**config.mk**
```make
export PLATFORM = sky130hd
export DESIGN_NAME = uart_tx_chan
export DESIGN_NICKNAME = d
export VERILOG_FILES = /design/src/rtl/uart_tx_pkg.sv /design/src/rtl/utx_fifo.sv /design/src/rtl/utx_bitclk.sv /design/src/rtl/utx_shifter.sv /design/src/rtl/uart_tx_chan.sv
export SDC_FILE = /design/constraint.sdc
export NUM_CORES = 1
export LEC_CHECK = 0
export ABC_CLOCK_PERIOD_IN_PS = 3600
export BUFFER_PORTS_ARGS = -buffer_cell sky130_fd_sc_hd__buf_2
export CAP_MARGIN = 10
export CORE_ASPECT_RATIO = 0.6
export CORE_MARGIN = 2
export CORE_UTILIZATION = 57
export DETAILED_ROUTE_END_ITERATION = 7
export PLACE_DENSITY = 0.81
export SYNTH_ARGS = -nofsm -noshare
export SYNTH_HDL_FRONTEND = slang
export SYNTH_SLANG_ARGS = --single-unit
```
**constraint.sdc**
```tcl
create_clock -name clk -period 3.6 [get_ports clk]
set_input_delay 0.18 -clock clk [delete_from_list [all_inputs] [get_ports clk]]
set_output_delay 0.18 -clock clk [all_outputs]
set_load 0.05 [all_outputs]
```
**src/rtl/uart_tx_pkg.sv**
```systemverilog
package uart_tx_pkg;

    localparam int DATA_W = 8;
    localparam int LEN_W  = 2;
    localparam int CNT_W  = $clog2(DATA_W);

    typedef enum logic [2:0] {
        ST_IDLE  = 3'd0,
        ST_START = 3'd1,
        ST_DATA  = 3'd2,
        ST_PAR   = 3'd3,
        ST_STOP  = 3'd4
    } tx_state_e;

    typedef struct packed {
        logic [LEN_W-1:0] len;
        logic             par_en;
        logic             par_odd;
        logic             two_stop;
    } line_cfg_t;

    // Number of data bits still to be sent after the first one: len code 0 means 5 bits
    function automatic logic [CNT_W-1:0] bits_after_first(input logic [LEN_W-1:0] len);
        return CNT_W'(4) + CNT_W'(len);
    endfunction

    function automatic logic parity_of(input logic [DATA_W-1:0] d,
                                       input logic [LEN_W-1:0]  len,
                                       input logic              odd);
        logic [DATA_W-1:0] keep;
        keep = {DATA_W{1'b1}} >> (LEN_W'(3) - len);
        return (^(d & keep)) ^ odd;
    endfunction

endpackage

```
**src/rtl/utx_fifo.sv**
```systemverilog
module utx_fifo #(
    parameter int DW    = 8,
    parameter int DEPTH = 64
) (
    input  logic          clk,
    input  logic          rst_n,
    input  logic          flush_i,
    input  logic          single_i,
    input  logic          wr_en_i,
    input  logic [DW-1:0] wr_data_i,
    input  logic          rd_en_i,
    output logic [DW-1:0] rd_data_o,
    output logic          empty_o
);
    localparam int AW = $clog2(DEPTH);
    localparam int CW = $clog2(DEPTH + 1);
    localparam logic [CW-1:0] FULL_CNT = CW'(DEPTH);

    typedef struct packed {
        logic [AW-1:0] wp;
        logic [AW-1:0] rp;
        logic [CW-1:0] cnt;
    } fifo_st_t;

    fifo_st_t st_d, st_q;
    logic [DW-1:0] mem [DEPTH];
    logic          mem_we;
    logic [AW-1:0] mem_addr;
    logic          do_pop, do_push, do_replace;

    always_comb begin
        st_d       = st_q;
        do_pop     = rd_en_i && (st_q.cnt != '0);
        do_replace = single_i && wr_en_i && (st_q.cnt != '0) && !do_pop;
        if (single_i)
            do_push = wr_en_i && ((st_q.cnt == '0) || do_pop);
        else
            do_push = wr_en_i && (st_q.cnt != FULL_CNT);
        mem_we   = (do_push || do_replace) && !flush_i;
        mem_addr = do_replace ? st_q.rp : st_q.wp;

        if (flush_i) begin
            st_d.wp  = '0;
            st_d.rp  = '0;
            st_d.cnt = '0;
        end else begin
            if (do_push) st_d.wp = st_q.wp + AW'(1);
            if (do_pop)  st_d.rp = st_q.rp + AW'(1);
            case ({do_push, do_pop})
                2'b10:   st_d.cnt = st_q.cnt + CW'(1);
                2'b01:   st_d.cnt = st_q.cnt - CW'(1);
                default: st_d.cnt = st_q.cnt;
            endcase
        end
    end

    always_ff @(posedge clk or negedge rst_n) begin
        if (!rst_n) st_q <= '0;
        else        st_q <= st_d;
    end

    always_ff @(posedge clk) begin
        if (mem_we) mem[mem_addr] <= wr_data_i;
    end

    assign rd_data_o = mem[st_q.rp];
    assign empty_o   = (st_q.cnt == '0);

    // occupancy never exceeds the depth
    a_r6_no_overflow: assert property (@(posedge clk) disable iff (!rst_n)
        st_q.cnt <= FULL_CNT);

    // a write into a full store without a read leaves it full and unchanged
    a_r6_full_drops: assert property (@(posedge clk) disable iff (!rst_n)
        (!single_i && !flush_i && wr_en_i && !rd_en_i && st_q.cnt == FULL_CNT)
        |=> (st_q.cnt == FULL_CNT && $stable(st_q.wp)));

    // single-slot mode holds one byte at most
    a_r7_single_slot: assert property (@(posedge clk) disable iff (!rst_n)
        (single_i && !flush_i) |-> (st_q.cnt <= CW'(1)));

endmodule

```
**src/rtl/utx_bitclk.sv**
```systemverilog
module utx_bitclk #(
    parameter int OSR = 16
) (
    input  logic clk,
    input  logic rst_n,
    input  logic tick_i,
    input  logic os8_i,
    input  logic restart_i,
    input  logic run_i,
    output logic bit_end_o
);
    localparam int CW = $clog2(OSR);
    localparam logic [CW-1:0] LAST_FULL = CW'(OSR - 1);
    localparam logic [CW-1:0] LAST_HALF = CW'(OSR / 2 - 1);

    typedef struct packed {
        logic [CW-1:0] cnt;
        logic          half;
    } bclk_st_t;

    bclk_st_t st_d, st_q;
    logic [CW-1:0] last;

    always_comb begin
        st_d      = st_q;
        last      = st_q.half ? LAST_HALF : LAST_FULL;
        bit_end_o = run_i && tick_i && (st_q.cnt == last);
        if (restart_i) begin
            st_d.cnt  = '0;
            st_d.half = os8_i;
        end else if (run_i && tick_i) begin
            st_d.cnt = bit_end_o ? '0 : st_q.cnt + CW'(1);
        end
    end

    always_ff @(posedge clk or negedge rst_n) begin
        if (!rst_n) st_q <= '0;
        else        st_q <= st_d;
    end

    // in the 8-tick mode the count never passes the shorter bit
    a_r5_half_range: assert property (@(posedge clk) disable iff (!rst_n)
        st_q.half |-> (st_q.cnt <= LAST_HALF));

    // the count moves only on a tick or a restart
    a_r5_tick_paced: assert property (@(posedge clk) disable iff (!rst_n)
        (!tick_i && !restart_i) |=> $stable(st_q.cnt));

endmodule

```
**src/rtl/utx_shifter.sv**
```systemverilog
module utx_shifter
    import uart_tx_pkg::*;
(
    input  logic              clk,
    input  logic              rst_n,
    input  logic              tick_i,
    input  logic              have_data_i,
    input  logic [DATA_W-1:0] din_i,
    input  line_cfg_t         cfg_i,
    input  logic              bit_end_i,
    output logic              load_o,
    output logic              busy_o,
    output logic              txd_o
);
    typedef struct packed {
        tx_state_e         state;
        logic [DATA_W-1:0] sh;
        logic [CNT_W-1:0]  nleft;
        logic              par_en;
        logic              par_bit;
        logic              stop2;
        logic              txd;
    } shf_st_t;

    localparam shf_st_t RESET_ST = '{state: ST_IDLE, sh: '0, nleft: '0,
                                     par_en: 1'b0, par_bit: 1'b0, stop2: 1'b0, txd: 1'b1};

    shf_st_t st_d, st_q;
    logic    last_stop_end;

    assign last_stop_end = (st_q.state == ST_STOP) && bit_end_i && !st_q.stop2;
    assign load_o = tick_i && have_data_i && ((st_q.state == ST_IDLE) || last_stop_end);

    always_comb begin
        st_d = st_q;
        if (load_o) begin
            st_d.state   = ST_START;
            st_d.txd     = 1'b0;
            st_d.sh      = din_i;
            st_d.nleft   = bits_after_first(cfg_i.len);
            st_d.par_en  = cfg_i.par_en;
            st_d.par_bit = parity_of(din_i, cfg_i.len, cfg_i.par_odd);
            st_d.stop2   = cfg_i.two_stop;
        end else if (bit_end_i) begin
            case (st_q.state)
                ST_START: begin
                    st_d.state = ST_DATA;
                    st_d.txd   = st_q.sh[0];
                    st_d.sh    = {1'b0, st_q.sh[DATA_W-1:1]};
                end
                ST_DATA: begin
                    if (st_q.nleft != '0) begin
                        st_d.txd   = st_q.sh[0];
                        st_d.sh    = {1'b0, st_q.sh[DATA_W-1:1]};
                        st_d.nleft = st_q.nleft - CNT_W'(1);
                    end else if (st_q.par_en) begin
                        st_d.state = ST_PAR;
                        st_d.txd   = st_q.par_bit;
                    end else begin
                        st_d.state = ST_STOP;
                        st_d.txd   = 1'b1;
                    end
                end
                ST_PAR: begin
                    st_d.state = ST_STOP;
                    st_d.txd   = 1'b1;
                end
                ST_STOP: begin
                    if (st_q.stop2) begin
                        st_d.stop2 = 1'b0;
                    end else begin
                        st_d.state = ST_IDLE;
                        st_d.txd   = 1'b1;
                    end
                end
                default: begin
                    st_d.state = ST_IDLE;
                    st_d.txd   = 1'b1;
                end
            endcase
        end
    end

    always_ff @(posedge clk or negedge rst_n) begin
        if (!rst_n) st_q <= RESET_ST;
        else        st_q <= st_d;
    end

    assign busy_o = (st_q.state != ST_IDLE);
    assign txd_o  = st_q.txd;

    // the line rests high whenever the shifter is idle
    a_r1_idle_high: assert property (@(posedge clk) disable iff (!rst_n)
        (st_q.state == ST_IDLE) |-> st_q.txd);

    // the start phase drives the line low
    a_r2_start_low: assert property (@(posedge clk) disable iff (!rst_n)
        (st_q.state == ST_START) |-> !st_q.txd);

    // every stop phase drives the line high
    a_r4_stop_high: assert property (@(posedge clk) disable iff (!rst_n)
        (st_q.state == ST_STOP) |-> st_q.txd);

    // a waiting byte follows the final stop bit directly
    a_r10_no_gap: assert property (@(posedge clk) disable iff (!rst_n)
        (last_stop_end && tick_i && have_data_i) |=> (st_q.state == ST_START));

endmodule

```
**src/rtl/uart_tx_chan.sv**
```systemverilog
module uart_tx_chan
    import uart_tx_pkg::*;
#(
    parameter int DEPTH = 64,
    parameter int OSR   = 16
) (
    input  logic              clk,
    input  logic              rst_n,
    input  logic              tick_i,
    input  logic              fifo_en_i,
    input  logic              irq_en_i,
    input  logic              wr_en_i,
    input  logic [DATA_W-1:0] wr_data_i,
    input  logic [LEN_W-1:0]  len_sel_i,
    input  logic              par_en_i,
    input  logic              par_odd_i,
    input  logic              two_stop_i,
    input  logic              os8_i,
    output logic              txd_o,
    output logic              thr_empty_o,
    output logic              tsr_empty_o,
    output logic              irq_o
);
    typedef struct packed {
        logic fifo_en;
    } top_st_t;

    top_st_t           st_d, st_q;
    logic              flush;
    logic              load;
    logic              busy;
    logic              bit_end;
    logic              buf_empty;
    logic [DATA_W-1:0] buf_data;
    line_cfg_t         cfg;

    always_comb begin
        st_d         = st_q;
        st_d.fifo_en = fifo_en_i;
        flush        = (fifo_en_i != st_q.fifo_en);
        cfg          = '{len: len_sel_i, par_en: par_en_i, par_odd: par_odd_i, two_stop: two_stop_i};
    end

    always_ff @(posedge clk or negedge rst_n) begin
        if (!rst_n) st_q <= '0;
        else        st_q <= st_d;
    end

    utx_fifo #(.DW(DATA_W), .DEPTH(DEPTH)) u_fifo (
        .clk       (clk),
        .rst_n     (rst_n),
        .flush_i   (flush),
        .single_i  (!fifo_en_i),
        .wr_en_i   (wr_en_i),
        .wr_data_i (wr_data_i),
        .rd_en_i   (load),
        .rd_data_o (buf_data),
        .empty_o   (buf_empty)
    );

    utx_bitclk #(.OSR(OSR)) u_bitclk (
        .clk       (clk),
        .rst_n     (rst_n),
        .tick_i    (tick_i),
        .os8_i     (os8_i),
        .restart_i (load),
        .run_i     (busy),
        .bit_end_o (bit_end)
    );

    utx_shifter u_shifter (
        .clk         (clk),
        .rst_n       (rst_n),
        .tick_i      (tick_i),
        .have_data_i (!buf_empty),
        .din_i       (buf_data),
        .cfg_i       (cfg),
        .bit_end_i   (bit_end),
        .load_o      (load),
        .busy_o      (busy),
        .txd_o       (txd_o)
    );

    assign thr_empty_o = buf_empty;
    assign tsr_empty_o = !busy;
    assign irq_o       = buf_empty && irq_en_i;

    // in single-slot mode a load with no new write leaves the slot empty
    a_r8_load_clears: assert property (@(posedge clk) disable iff (!rst_n)
        (load && !fifo_en_i && !wr_en_i && !flush) |=> thr_empty_o);

    // the shifter reports busy right after a load
    a_r9_busy_after_load: assert property (@(posedge clk) disable iff (!rst_n)
        load |=> !tsr_empty_o);

    // a mode change leaves nothing waiting
    a_r12_flush_empties: assert property (@(posedge clk) disable iff (!rst_n)
        flush |=> thr_empty_o);

    // the interrupt never fires while it is disabled
    a_r11_irq_gated: assert property (@(posedge clk) disable iff (!rst_n)
        !irq_en_i |-> !irq_o);

endmodule

```
### Word-level counts from Yosys, hierarchy flattened

Memory sizes are Yosys's and may differ from the RTL's.
Index checks and enable logic that the tools add are counted.

| word-level totals | value |
|---|---|
| output and inout port bits | 4 |
| flip-flop bits (word level) | 43 |
| logic and storage cells | 108 |
| bits in latches | 0 |
| memory bits (read-only) | 0 |
| RAM bits | 512 |
| memories | 1 |

| operators by class | value |
|---|---|
| add/subtract/negate cells | 8 |
| magnitude comparators | 0 |
| bitwise logic cells | 2 |
| shift operators | 1 |
| mux-type cells | 28 |
| equality and inequality tests | 12 |
| $mul | 0 |
| reduce and logical (&&, ||, !) cells | 43 |
| div/mod/pow operators | 0 |

Memories:

| name | words | width | read ports | clocked after Yosys merged registers in | write ports | line | text |
|---|---|---|---|---|---|---|---|
| u_fifo.mem | 64 | 8 | 1 | 0 | 1 | utx_fifo.sv:26 | `logic [DW-1:0] mem [DEPTH];` |

Operators with widths:

| kind | number |
|---|---|
| $mux 14 | 2 |
| $mux 19 | 1 |
| $mux 6 | 3 |
| $mux 4 | 4 |
| $pmux 8 s2 | 1 |
| $logic_and 1x1->1 | 14 |
| $pmux 7 s2 | 1 |
| $reduce_bool 2->1 | 7 |
| $add 6x1->6 const B | 2 |
| $mux 3 | 4 |
| $pmux 3 s4 | 1 |
| $reduce_bool 3->1 | 4 |
| $mux 11 | 1 |
| $reduce_and 3->1 | 3 |
| $and 8x8->8 | 1 |
| $reduce_xor 8->1 | 1 |
| $shr 8x2->8 const A | 1 |
| $add 7x1->7 const B | 1 |
| $logic_not 7->1 | 1 |
| $mux 1 | 7 |
| $ne 7x7->1 const B | 1 |
| $reduce_bool 7->1 | 1 |
| $sub 7x1->7 const B | 1 |
| $eq 3x2->1 const B | 2 |
| 19 further kinds | 29 |

### Depth between registers and ports, before layout

Gate-level depths: netlist (run 1).

| depth | value |
|---|---|
| depth after elaboration | 15 |
| gate-level depth with buffers | 14 |
| depth with buffers taken out | 13 |

### By module

From an unflattened synthesis (run 1), not the netlist that was laid out.

| second synthesis, totals | value |
|---|---|
| cell total of the unflattened synthesis | 1169 |
| area, all modules | 22844.4 um^2 |

Modules (own cells, without submodules):

| module | cells each | sequential area each (um^2) | area an instance (um^2) | instances |
|---|---|---|---|---|
| utx_fifo | 1026 | 15850.2 | 21406.8 | 1 |
| utx_shifter | 110 | 451.7 | 1108.6 | 1 |
| utx_bitclk | 27 | 125.1 | 277.8 | 1 |
| uart_tx_chan | 6 | 25.0 | 51.3 | 1 |

### Worst setup path after synthesis (run 1)

OpenSTA, ideal clock, no wires.

| path | value |
|---|---|
| path type | register -> register |
| from | reg u_fifo.st_q[1] (netlist name) |
| to | reg u_fifo.st_q[6] (netlist name) |
| arrival | 3.464 ns |
| stages on the path, launching flop included | 15 |
| data required time | 3.468 ns |
| clock period less this slack | 3.596 ns |
| library setup time | 0.132 ns |
| setup slack | 0.004 ns |
| path through | dfrtp_1 -> or3_1 -> or4_1 -> or2_2 -> inv_2 -> nor2_1 -> nand2b_1 -> buf_2 -> xnor2_1 -> ha_1 -> or3_1 -> o31a_1 -> o32ai_1 -> xnor2_1 -> nor2_1 |

| between the ends | value |
|---|---|
| longest elaborated chain between the ends | 11 |
| elaborated cells between the ends (all ways) | 18 |
| classes of those cells | 2 x add/sub; 3 x eq/ne; 3 x mux; 10 x reduce/logical |

RTL lines:

| item | line | text |
|---|---|---|
| from (decl) | utx_fifo.sv:25 | `fifo_st_t st_d, st_q;` |
| from (signal assigned) | utx_fifo.sv:59 | `else st_q <= st_d;` |
| $logic_not 7->1 * | utx_fifo.sv:67 | `assign empty_o = (st_q.cnt == '0);` |
| via thr_empty_o | uart_tx_chan.sv:20 | `output logic thr_empty_o,` |
| $logic_not 1->1 | uart_tx_chan.sv:75 | `.have_data_i (!buf_empty),` |
| $logic_and 1x1->1 (2 in a row) | utx_shifter.sv:32 | `assign load_o = tick_i && have_data_i && ((st_q.state == ST_IDLE) \|\| last_stop_end);` |
| $logic_and 1x1->1 | utx_fifo.sv:33 | `do_pop = rd_en_i && (st_q.cnt != '0);` |
| $logic_or 1x1->1 | utx_fifo.sv:36 | `do_push = wr_en_i && ((st_q.cnt == '0) \|\| do_pop);` |
| $logic_and 1x1->1 | utx_fifo.sv:36 |  |
| $mux 1 | utx_fifo.sv:35 | `if (single_i)` |
| $eq 2x1->1 or $eq 2x2->1 (tied branches) | utx_fifo.sv:49 | `case ({do_push, do_pop})` |
| $pmux 7 s2 | utx_fifo.sv:49 |  |
| $mux 19 | utx_fifo.sv:42 | `if (flush_i) begin` |

Mark *: on every way through the listed nets, which the timed path passes. The rest lies on a longest branch.
A chain may end at the register's enable or synchronous reset.

### Worst setup path after layout (run 1)

| path | value |
|---|---|
| from | reg u_fifo.st_q[7] (netlist name) |
| to | reg u_shifter.st_q[2] (netlist name) |

| between the ends | value |
|---|---|
| longest elaborated chain between the ends | 4 |

RTL lines:

| item | line | text |
|---|---|---|
| $mem_v2 64x8 | -- |  |
| $and 8x8->8 | uart_tx_pkg.sv:32 | `return (^(d & keep)) ^ odd;` |
| $reduce_xor 8->1 | uart_tx_pkg.sv:32 |  |
| $xor 1x1->1 | uart_tx_pkg.sv:32 |  |
| to (signal assigned) | utx_shifter.sv:86 | `else st_q <= st_d;` |
| to (decl) | utx_shifter.sv:28 | `shf_st_t st_d, st_q;` |

Every way passes these cells.

==> results of run 1 <==
## placed cells by master, fill, tap and decap left out, types with 20 or more instances in the layout
cell type                   instances
sky130_fd_sc_hd__buf_2             23
sky130_fd_sc_hd__a21oi_1           20
sky130_fd_sc_hd__dfrtp_1           40
sky130_fd_sc_hd__nand2_1           86
sky130_fd_sc_hd__mux2i_1           38
sky130_fd_sc_hd__mux4_2           126
sky130_fd_sc_hd__nor2_1           103
sky130_fd_sc_hd__clkbuf_16         47
sky130_fd_sc_hd__o21ai_0           23
sky130_fd_sc_hd__edfxtp_1         512
sky130_fd_sc_hd__buf_4            144
## cells by family after synthesis
logic type               count (synthesis)
flip-flops                             555
AND/OR/NAND/NOR                        253
multiplexers                           175
AO/OA/AOI/OAI                          101
buffers and inverters                   67
XOR/XNOR                                25
adder cells (fa/ha/maj)                  7
## metrics by stage
stage	hold slack, ns	worst slack (ns)	utilization
6_report	0.00363	0.121	0.665
5_1_grt	0.0111	0.000278	0.665
4_1_cts	0.0360	0.0578	0.660
3_5_place_dp	0.376	0.120	0.618
3_3_place_gp	0.374	0.151	0.618
2_1_floorplan	-0.116	0.00416	-
## worst max-delay path, stage by stage (launching register included)
cell                       delay, ns
sky130_fd_sc_hd__dfrtp_4        0.59
sky130_fd_sc_hd__buf_12         0.21
sky130_fd_sc_hd__buf_4          0.18
sky130_fd_sc_hd__mux4_2         0.35
sky130_fd_sc_hd__nand2_1        0.07
sky130_fd_sc_hd__a21oi_2        0.22
sky130_fd_sc_hd__a211oi_1       0.13
sky130_fd_sc_hd__or4_1          0.57
sky130_fd_sc_hd__xnor2_1        0.23
sky130_fd_sc_hd__xnor3_1        0.36
sky130_fd_sc_hd__xnor3_1        0.34
sky130_fd_sc_hd__o21ai_1        0.13
## flip-flops by register name, summed over array words and instances (netlist names)
register / count
u_shifter.txd_o: 1
u_shifter.st_q: 17
u_bitclk.st_q: 5
st_q: 1
u_fifo.st_q: 19
u_fifo.mem: 512
## where the power goes
part / internal (mW) / switching [mW]
logic: 0.324 / 0.576
clock network: 2.98 / 2.31
registers: 7.14 / 0.0737
## layer usage
layer  vias to the layer above  GRT usage  part of all wire
met4                         0     0.0676             0.021
met2                       896      0.404              0.46
met1                      6432      0.398              0.39
li1                       5113          -                 -
met3                        97     0.0771              0.13
met5                         -          0                 0
## final cells by class
cell class	instances	area [um2]
flip-flops and latches	555	16500
fillers	2368	13000
multi-input cells	561	5560
repair buffers	190	1590
clock buffers	51	1190
well taps	522	653
clock inverters	33	382
inverters	10	37.5
## how the worst max path moves through the flow
stage	cells after the start	slack, ns	to	startpoint
final	11	0.12	u_shifter.st_q[2]	u_fifo.st_q[7]
after global routing	11	0.0003	u_shifter.st_q[2]	u_fifo.st_q[7]
after CTS	12	0.06	u_fifo.mem[2][6]	u_fifo.st_q[1]
after detailed placement	12	0.12	u_fifo.mem[2][6]	u_fifo.st_q[1]
after global placement	12	0.15	u_fifo.mem[2][6]	u_fifo.st_q[1]
after floorplan	14	0.004	u_fifo.st_q[6]	u_fifo.st_q[1]
## what timing repair did
item / in CTS / in global routing
hold endpoints to repair: 48 / 0
buffers inserted: 0 / 6
endpoints found under the setup margin: 0 / 210
hold buffers: 7 / 0
gates resized for setup: 0 / 4
==> results.ini, run 1 <==
[yosys]
synth_largest_type_area_fraction = 0.687
post_synth_edffs = 512
ys_seq_area_frac = 0.735
yosys.area.top_type = sky130_fd_sc_hd__edfxtp_1
post_synth_inst_count = 1183
post_synth_and_or_nand_nor_area_fraction = 0.0489
synth_fa_ha_area_frac = 0.00391
post_synth_num_cell_types = 59
synth_top_family_by_area = multiplexers
synthMuxAreaShare = 0.154
synth-compound-area-share = 0.0300
synthTopCellsByArea = sky130_fd_sc_hd__edfxtp_1 (69%), sky130_fd_sc_hd__mux4_2 (13%), sky130_fd_sc_hd__dfrtp_1 (4.7%), sky130_fd_sc_hd__nor2_1 (1.8%), sky130_fd_sc_hd__mux2i_1 (1.7%)
yosys_most_used_dff = sky130_fd_sc_hd__edfxtp_1
postSynthNetCount = 1210
postSynthAreaPerCell_um2 = 18.9
synth_seq_cells = 555
synth.cell_area_um2 = 22400
synth.yosys.warnings = 0
synth_xor_area_frac = 0.0110
synth-async-reset-ratio = 0.0775
post-synth-top-count-cell = sky130_fd_sc_hd__edfxtp_1
synth_common_cells = sky130_fd_sc_hd__edfxtp_1 (512), sky130_fd_sc_hd__mux4_2 (126), sky130_fd_sc_hd__nor2_1 (105), sky130_fd_sc_hd__nand2_1 (87), sky130_fd_sc_hd__dfrtp_1 (42)

[worst_setup_path]
ff2ff_setup_slack_ns = 0.12
ff2ff_path_depth = 11
worst-path-max-fanout = 17
cp_data_required_time_ns = 4.09
critical_path_class = reg -> reg
crit-reg2reg-capture = u_shifter.st_q[2]
worst_r2r_startpoint = u_fifo.st_q[7]
endpoint_kind = register
cp-start-kind = register
worstPathArrival_ns = 3.97

[place]
placement.io_buffers = 23
placement.cell_area_um2 = 24000
globalplace.congestion = 0.903
dp_wirelength_um = 33100
numPlacedInstances = 1818

[timing]
max_freq_mhz = 287
setup_tns_ns = 0
final.period_utilization = 0.966
worst_pin_slew_ns = 1.07
worst_clock_skew_ns = 0.0199
fin_crit_ns = 3.48
grt_setup_unrepaired = no
final_hold_viol_count = 0
max_slew_vio_count = 0
finalSetupViolations = 0
slew_headroom = 0.288

[route]
detail-route-antenna-nets = 0
drt-initial-drc-count = 1855
count_of_unresolved_drc_violations_after_routing = 0
drt-pass1-iter-count = 6
drt-vias-per-instance = 6.52
routed_wl_um = 55100
route.vias.total = 12500
route.detailed.wl_per_inst_um = 28.7

[floorplan]
chip_width_um = 260
fp-row-count = 56
die_height_um = 157
fp.dieArea_um2 = 40900
core-area_um2 = 38900
floorplan.initialDensity = 0.576
design.portCount = 24

[cells_and_area]
nets = 1391
final-instance-count-excl-fill = 1922
stdcell_area_um2 = 25900
layout-drive-gt1-share = 0.286
antenna_cells = 0
layout-area-overhead-vs-synth_pct = 15.6

[power_and_ir_drop]
power.static_leakage_nw = 8.58
p_per_area_nw_per_um2 = 518
power.total_mw = 13.4
vdd_drop_max_mv = 0.518

[grt]
gr-usage-all-layers = 0.270
grt_start_max_net_pins = 65
grt_first_pass_wirelength_um = 79400
grt_antenna_before_repair = 1
global_route.overflow_total = 0
first_global_vias = 12100

[clocking]
cts_tree = done
cts_htree_levels = 2
clk_latency_ns = 0.57
cts.clk_slew.worst_paths_ns = 0.07
clkSinkCount = 555
root_buffer = sky130_fd_sc_hd__clkbuf_16
cts.path.max_buffers = 3
cts_made_buffers = 46

[min_path]
hp-start = wr_data_i[2]
min_path_cells = 1
worst_hold_path_type = in -> reg
worst_hold_path.endpoint = u_fifo.mem[22][2]

[run_status]
run_status = finished clean

[flow_run]
max_cap_violations = 0

Note: power is estimated with default switching activity, not from simulation.
==> inputs of run 2 (changes only) <==
ABC_CLOCK_PERIOD_IN_PS = 3100   (was 3600)
clock period = 3.1 ns   (was 3.6 ns; I/O delays follow)
==> results.ini, run 2 (synthesis gave the netlist of run 1 again) <==
[timing]
worst_clock_skew_ns = 0.0397
max_slew_vio_count = 0
setup_ws_ns = -0.303
slew_headroom = 0.180
final.period_utilization = 1.10
final_hold_viol_count = 0
finalSetupViolations = 513
fin_crit_ns = 3.40
final.hold.worst_slack_ns = 0.0141
worst_pin_slew_ns = 1.23
grt_setup_unrepaired = yes
max_freq_mhz = 294

[power_and_ir_drop]
netSwitchingPower_mw = 3.73
combinational_power_share = 0.096
p_per_area_nw_per_um2 = 569
power.total_mw = 16.0
p_sw_frac = 0.233
vdd_drop_max_mv = 0.491
power.static_leakage_nw = 9.25
pwr-share-seq = 0.523
p_clk_frac = 0.381
internal_cell_power_mw = 12.3

[clocking]
clk_latency_ns = 0.60
cts_htree_levels = 2
root_buffer = sky130_fd_sc_hd__clkbuf_16
cts.path.max_buffers = 3
clkSinkCount = 555
cts_made_buffers = 47
cts.clk_slew.worst_paths_ns = 0.07
cts_tree = done

[grt]
gr-usage-all-layers = 0.302
global_route.overflow_total = 0
first_global_vias = 13100
grt_first_pass_wirelength_um = 87900
grt_antenna_before_repair = 0
grt_start_max_net_pins = 65

[floorplan]
design.portCount = 24
fp.dieArea_um2 = 40900
die_height_um = 157
chip_width_um = 260
core-area_um2 = 38900
fp-row-count = 56
floorplan.initialDensity = 0.576

[cells_and_area]
layout.area.seq_um2 = 16500
nets = 1459
final_core_utilization = 0.724
multi_input_area_um2 = 6500
layout-drive-gt1-share = 0.387
layout-area-overhead-vs-synth_pct = 25.8
largest_register_ff_count = 512
registers.top_by_ff_count = u_fifo.mem
largest_registers = u_fifo.mem (512), u_fifo.st_q (19), u_shifter.st_q (17)
fill_cells = 2056
layout.cells.most_common = sky130_fd_sc_hd__edfxtp_1
layout.cells.most_common_list = sky130_fd_sc_hd__edfxtp_1 (512), sky130_fd_sc_hd__mux4_2 (127), sky130_fd_sc_hd__buf_4 (107)

[worst_setup_path]
crit_buf_inv = 2
most_frequent_cp_cell = sky130_fd_sc_hd__or3_4
critical_path_class = reg -> reg
endpoint_kind = register
timing.critical_path.cells = or3_4 -> or4_4 -> or2_4 -> inv_4 -> buf_4 -> nor2_2 -> nand2b_4 -> xnor2_2 -> ha_2 -> or3_4 -> o31a_1 -> o32ai_2 -> xnor2_1 -> nor2_1
cp-start-kind = register
worst-path-max-fanout = 3
cpLargestDelayFamily = simple AND/OR/NAND/NOR gates
critical-path-slowest-cell = sky130_fd_sc_hd__or4_4
crit_path_max_incr_delay_ns = 0.48
worstPathArrival_ns = 3.86
cp_data_required_time_ns = 3.55

[run_status]
run_status = finished with violations
failed_checks = negative setup slack

[place]
worst_case_setup_slack_after_placement_ns = -0.199
placement.io_buffers = 23
dp_wirelength_um = 35200
globalplace.congestion = 0.910

[route]
routed_wl_um = 63100
route.vias.total = 13300
route.detailed.wl_per_inst_um = 31.7
count_of_unresolved_drc_violations_after_routing = 0
drt-pass1-iter-count = 5
detail-route-antenna-nets = 0
drt-vias-per-instance = 6.68
drt-initial-drc-count = 2112

[min_path]
worst_hold_path_type = in -> reg

[flow_run]
max_cap_violations = 0

-- run 2: final timing paths --
kind | slack, ns | start | to | cells past startpoint
setup / recovery | -0.30 | u_fifo.st_q[2] | u_fifo.st_q[6] | 14
hold / removal | 0.01 | wr_data_i[4] | u_fifo.mem[39][4] | 1
setup reg to reg | -0.30 | u_fifo.st_q[2] | u_fifo.st_q[6] | 14
hold reg to reg | 0.50 | u_shifter.st_q[8] | u_shifter.st_q[8] | 2
max in group asynchronous | 2.00 | rst_n | u_fifo.st_q[7] | 2
min in group asynchronous | 0.32 | rst_n | u_bitclk.st_q[3] | 2
-- run 2: layer usage --
metal	routed length [um]	GRT usage	part of all wire	vias up
li1	-	-	-	5283
met1	23900	0.438	0.38	6849
met2	29800	0.459	0.47	996
met3	7210	0.0715	0.11	179
met4	2130	0.0982	0.034	0
met5	0	0	0	-
-- run 2: worst register-to-register path, stage by stage (launching register included) --
cell and delay (ns):
sky130_fd_sc_hd__dfrtp_1 0.39, sky130_fd_sc_hd__or3_4 0.39, sky130_fd_sc_hd__or4_4 0.48, sky130_fd_sc_hd__or2_4 0.31, sky130_fd_sc_hd__inv_4 0.08, sky130_fd_sc_hd__buf_4 0.12, sky130_fd_sc_hd__nor2_2 0.06, sky130_fd_sc_hd__nand2b_4 0.11
sky130_fd_sc_hd__xnor2_2 0.07, sky130_fd_sc_hd__ha_2 0.19, sky130_fd_sc_hd__or3_4 0.35, sky130_fd_sc_hd__o31a_1 0.25, sky130_fd_sc_hd__o32ai_2 0.22, sky130_fd_sc_hd__xnor2_1 0.18, sky130_fd_sc_hd__nor2_1 0.09
-- run 2: power groups by stage --
stage	registers [mW]	clock network (mW)	logic [mW]
after global placement	8.53	0	1.15
after floorplan	8.54	0	0.709
after global routing	8.39	6.41	1.61
after detailed placement	8.53	0	1.20
after CTS	8.38	6.07	1.36
final	8.39	6.10	1.54
-- run 2: area by class of cell --
cell class / count / area share
clock inverter: 26 / 0.00955
clock buffer: 60 / 0.0450
antenna: 1 / 0.0000889
sequential: 555 / 0.584
timing repair buffer: 257 / 0.106
inverter: 10 / 0.00142
multi-input combinational: 561 / 0.231
tap: 522 / 0.0232
-- run 2: timing repair --
action,CTS,global route
pin swaps,54,31
gates resized for setup,56,60
setup endpoints to repair,515,517
cloned,1,1
buffers inserted,52,10
hold endpoints to repair,49,11
hold buffers,8,2
-- run 2: metrics by stage --
stage | std cells | cell area, um2 | TNS, ns
4_1_cts | 1972 | 27600 | -4.77
6_report | 1992 | 28200 | -39.39
2_1_floorplan | 1183 | 23000 | -43.94
3_3_place_gp | 1826 | 25100 | -16.16
5_1_grt | 1991 | 28200 | -73.21
3_5_place_dp | 1826 | 25100 | -40.92
==> inputs of run 3 (changes only) <==
TNS_END_PERCENT = 5   (was unset)
==> results.ini, run 3 (synthesis gave the netlist of run 1 again) <==
[grt]
gr-usage-met1 = 0.423
global_route.peak_usage_layer = met2
global_route.usage.met2 = 0.429
grt_start_max_net_pins = 65
grt_first_pass_wirelength_um = 84300
grt_antenna_before_repair = 3
first_global_vias = 12600
global_route.overflow_total = 0
grt_use_met3 = 0.0862
gr-usage-all-layers = 0.290

[run_status]
failed_checks = negative hold slack, negative setup slack
run_status = finished with violations

[clocking]
root_buffer = sky130_fd_sc_hd__clkbuf_16
cts_made_buffers = 47
clk_latency_ns = 0.60
cts.path.max_buffers = 3
cts_tree = done
cts.clk_slew.worst_paths_ns = 0.08
cts_htree_levels = 2
clkSinkCount = 555

[worst_setup_path]
worst-path-max-fanout = 6
cp-start-kind = register
ff2ff_setup_slack_ns = -0.32
critical-path-slowest-cell = sky130_fd_sc_hd__dfrtp_4
ff2ff_path_depth = 11
setup.worst_path.end = u_shifter.st_q[2]
critical_path_class = reg -> reg
crit_path_max_incr_delay_ns = 0.50
worst_r2r_startpoint = u_fifo.st_q[7]
endpoint_kind = register
crit-reg2reg-capture = u_shifter.st_q[2]
crit_start = u_fifo.st_q[7]
cp_data_required_time_ns = 3.63
timing.critical_path.cells = clkbuf_4 -> or3b_1 -> buf_4 -> o22ai_1 -> a2111oi_4 -> buf_4 -> a221oi_1 -> nand3_1 -> xnor3_1 -> xnor3_1 -> o21ai_1
worstPathArrival_ns = 3.94

[floorplan]
core-area_um2 = 38900
fp.dieArea_um2 = 40900
fp-row-count = 56
chip_width_um = 260
design.portCount = 24
floorplan.initialDensity = 0.576
die_height_um = 157

[timing]
final.hold.worst_slack_ns = -0.0000346
grt_setup_unrepaired = yes
worst_clock_skew_ns = 0.0430
max_freq_mhz = 293
setup_ws_ns = -0.317
finalSetupViolations = 271
final_hold_viol_count = 1
slew_headroom = 0.147
worst_pin_slew_ns = 1.28
max_slew_vio_count = 0
fin_crit_ns = 3.42
final.period_utilization = 1.10

[route]
drt-pass1-iter-count = 5
count_of_unresolved_drc_violations_after_routing = 0
routed_wl_um = 60700
drt-vias-per-instance = 6.69
route.detailed.wl_per_inst_um = 31.0
route.vias.total = 13100
detail-route-antenna-nets = 0
drt-initial-drc-count = 1920

[cells_and_area]
largest_register_ff_count = 512
largest_registers = u_fifo.mem (512), u_fifo.st_q (19), u_shifter.st_q (17)
antenna_cells = 0
layout-drive-gt1-share = 0.363
layout.cells.most_common = sky130_fd_sc_hd__edfxtp_1
multi_input_area_um2 = 6170
layout-area-overhead-vs-synth_pct = 20.9
final_core_utilization = 0.696
stdcell_area_um2 = 27100
layout.area.seq_um2 = 16500
registers.top_by_ff_count = u_fifo.mem
fill_cells = 2187
nets = 1425
layout.cells.most_common_list = sky130_fd_sc_hd__edfxtp_1 (512), sky130_fd_sc_hd__mux4_2 (127), sky130_fd_sc_hd__buf_4 (122)

[place]
placement.io_buffers = 23
globalplace.congestion = 0.914
worst_case_setup_slack_after_placement_ns = -0.454
placement.cell_area_um2 = 24400
dp_wirelength_um = 35400

[flow_run]
max_cap_violations = 0

[power_and_ir_drop]
power.total_mw = 16.1
p_per_area_nw_per_um2 = 593
vdd_drop_max_mv = 0.928
power.static_leakage_nw = 8.90

[min_path]
min_path_cells = 1
worst_hold_path_type = in -> reg

## run 3: cell types whose count changed in the layout (fill, tap and decap cells not counted), moves of 3 or more
cell,delta
sky130_fd_sc_hd__nand3_1,+3
sky130_fd_sc_hd__nor2_4,-19
sky130_fd_sc_hd__inv_6,+3
sky130_fd_sc_hd__buf_4,+15
sky130_fd_sc_hd__nand2_8,-7
sky130_fd_sc_hd__nand2_1,+7
sky130_fd_sc_hd__nor2_2,+14
sky130_fd_sc_hd__clkbuf_1,-7
sky130_fd_sc_hd__nor2_1,+5
sky130_fd_sc_hd__clkinv_2,+3
sky130_fd_sc_hd__buf_12,-46
## run 3: worst min path at each step
stage / startpoint / end
3_3_place_gp: os8_i / u_bitclk.st_q[0]
2_1_floorplan: rst_n / st_q
3_5_place_dp: os8_i / u_bitclk.st_q[0]
4_1_cts: tick_i / u_bitclk.st_q[2]
5_1_grt: wr_data_i[6] / u_fifo.mem[2][6]
6_report: wr_data_i[6] / u_fifo.mem[4][6]
## run 3: critical path: cells and delay by family (launching register included)
kind,cells,cell delay (ns)
and+or+nand+nor,2,0.58
AOI/OAI and AO/OA,4,0.99
buffers and inverters,3,0.57
xor gates and xnor gates,2,0.76
DFF,1,0.50
## run 3: cell type report
cell class | count | area share
multi-input combinational | 561 | 0.228
timing repair buffer | 223 | 0.0786
inverter | 10 | 0.00148
clock inverter | 35 | 0.0146
clock buffer | 53 | 0.0454
sequential | 555 | 0.608
tap | 522 | 0.0241
## run 3: what timing repair did
action                                  CTS  global route
resized for setup                       121            77
hold buffers                              7             1
setup buffers                             1             7
endpoints found under the hold margin    48            13
endpoints found under the setup margin  515           486
pin swaps                                 9            19
gates cloned                              0             1
## run 3: stage by stage
stage | std cells | setup TNS, ns
2_1_floorplan | 1183 | -99.91
3_3_place_gp | 1849 | -91.45
3_5_place_dp | 1849 | -128.50
4_1_cts | 1945 | -7.82
5_1_grt | 1959 | -42.06
6_report | 1959 | -26.64
## run 3: routing by layer
layer / part of all wire / vias up
met2: 0.46 / 1061
met5: 0.0027 / -
met4: 0.032 / 6
met1: 0.37 / 6692
met3: 0.13 / 148
li1: - / 5202
## run 3: report_power, final
group	total [mW]	internal (mW)	leakage (nW)	switching, mW
sequential	8.37	8.29	5.17	0.0791
clock	6.29	3.55	0.788	2.75
combinational	1.40	0.587	2.95	0.812
total	16.1	12.4	8.90	3.64
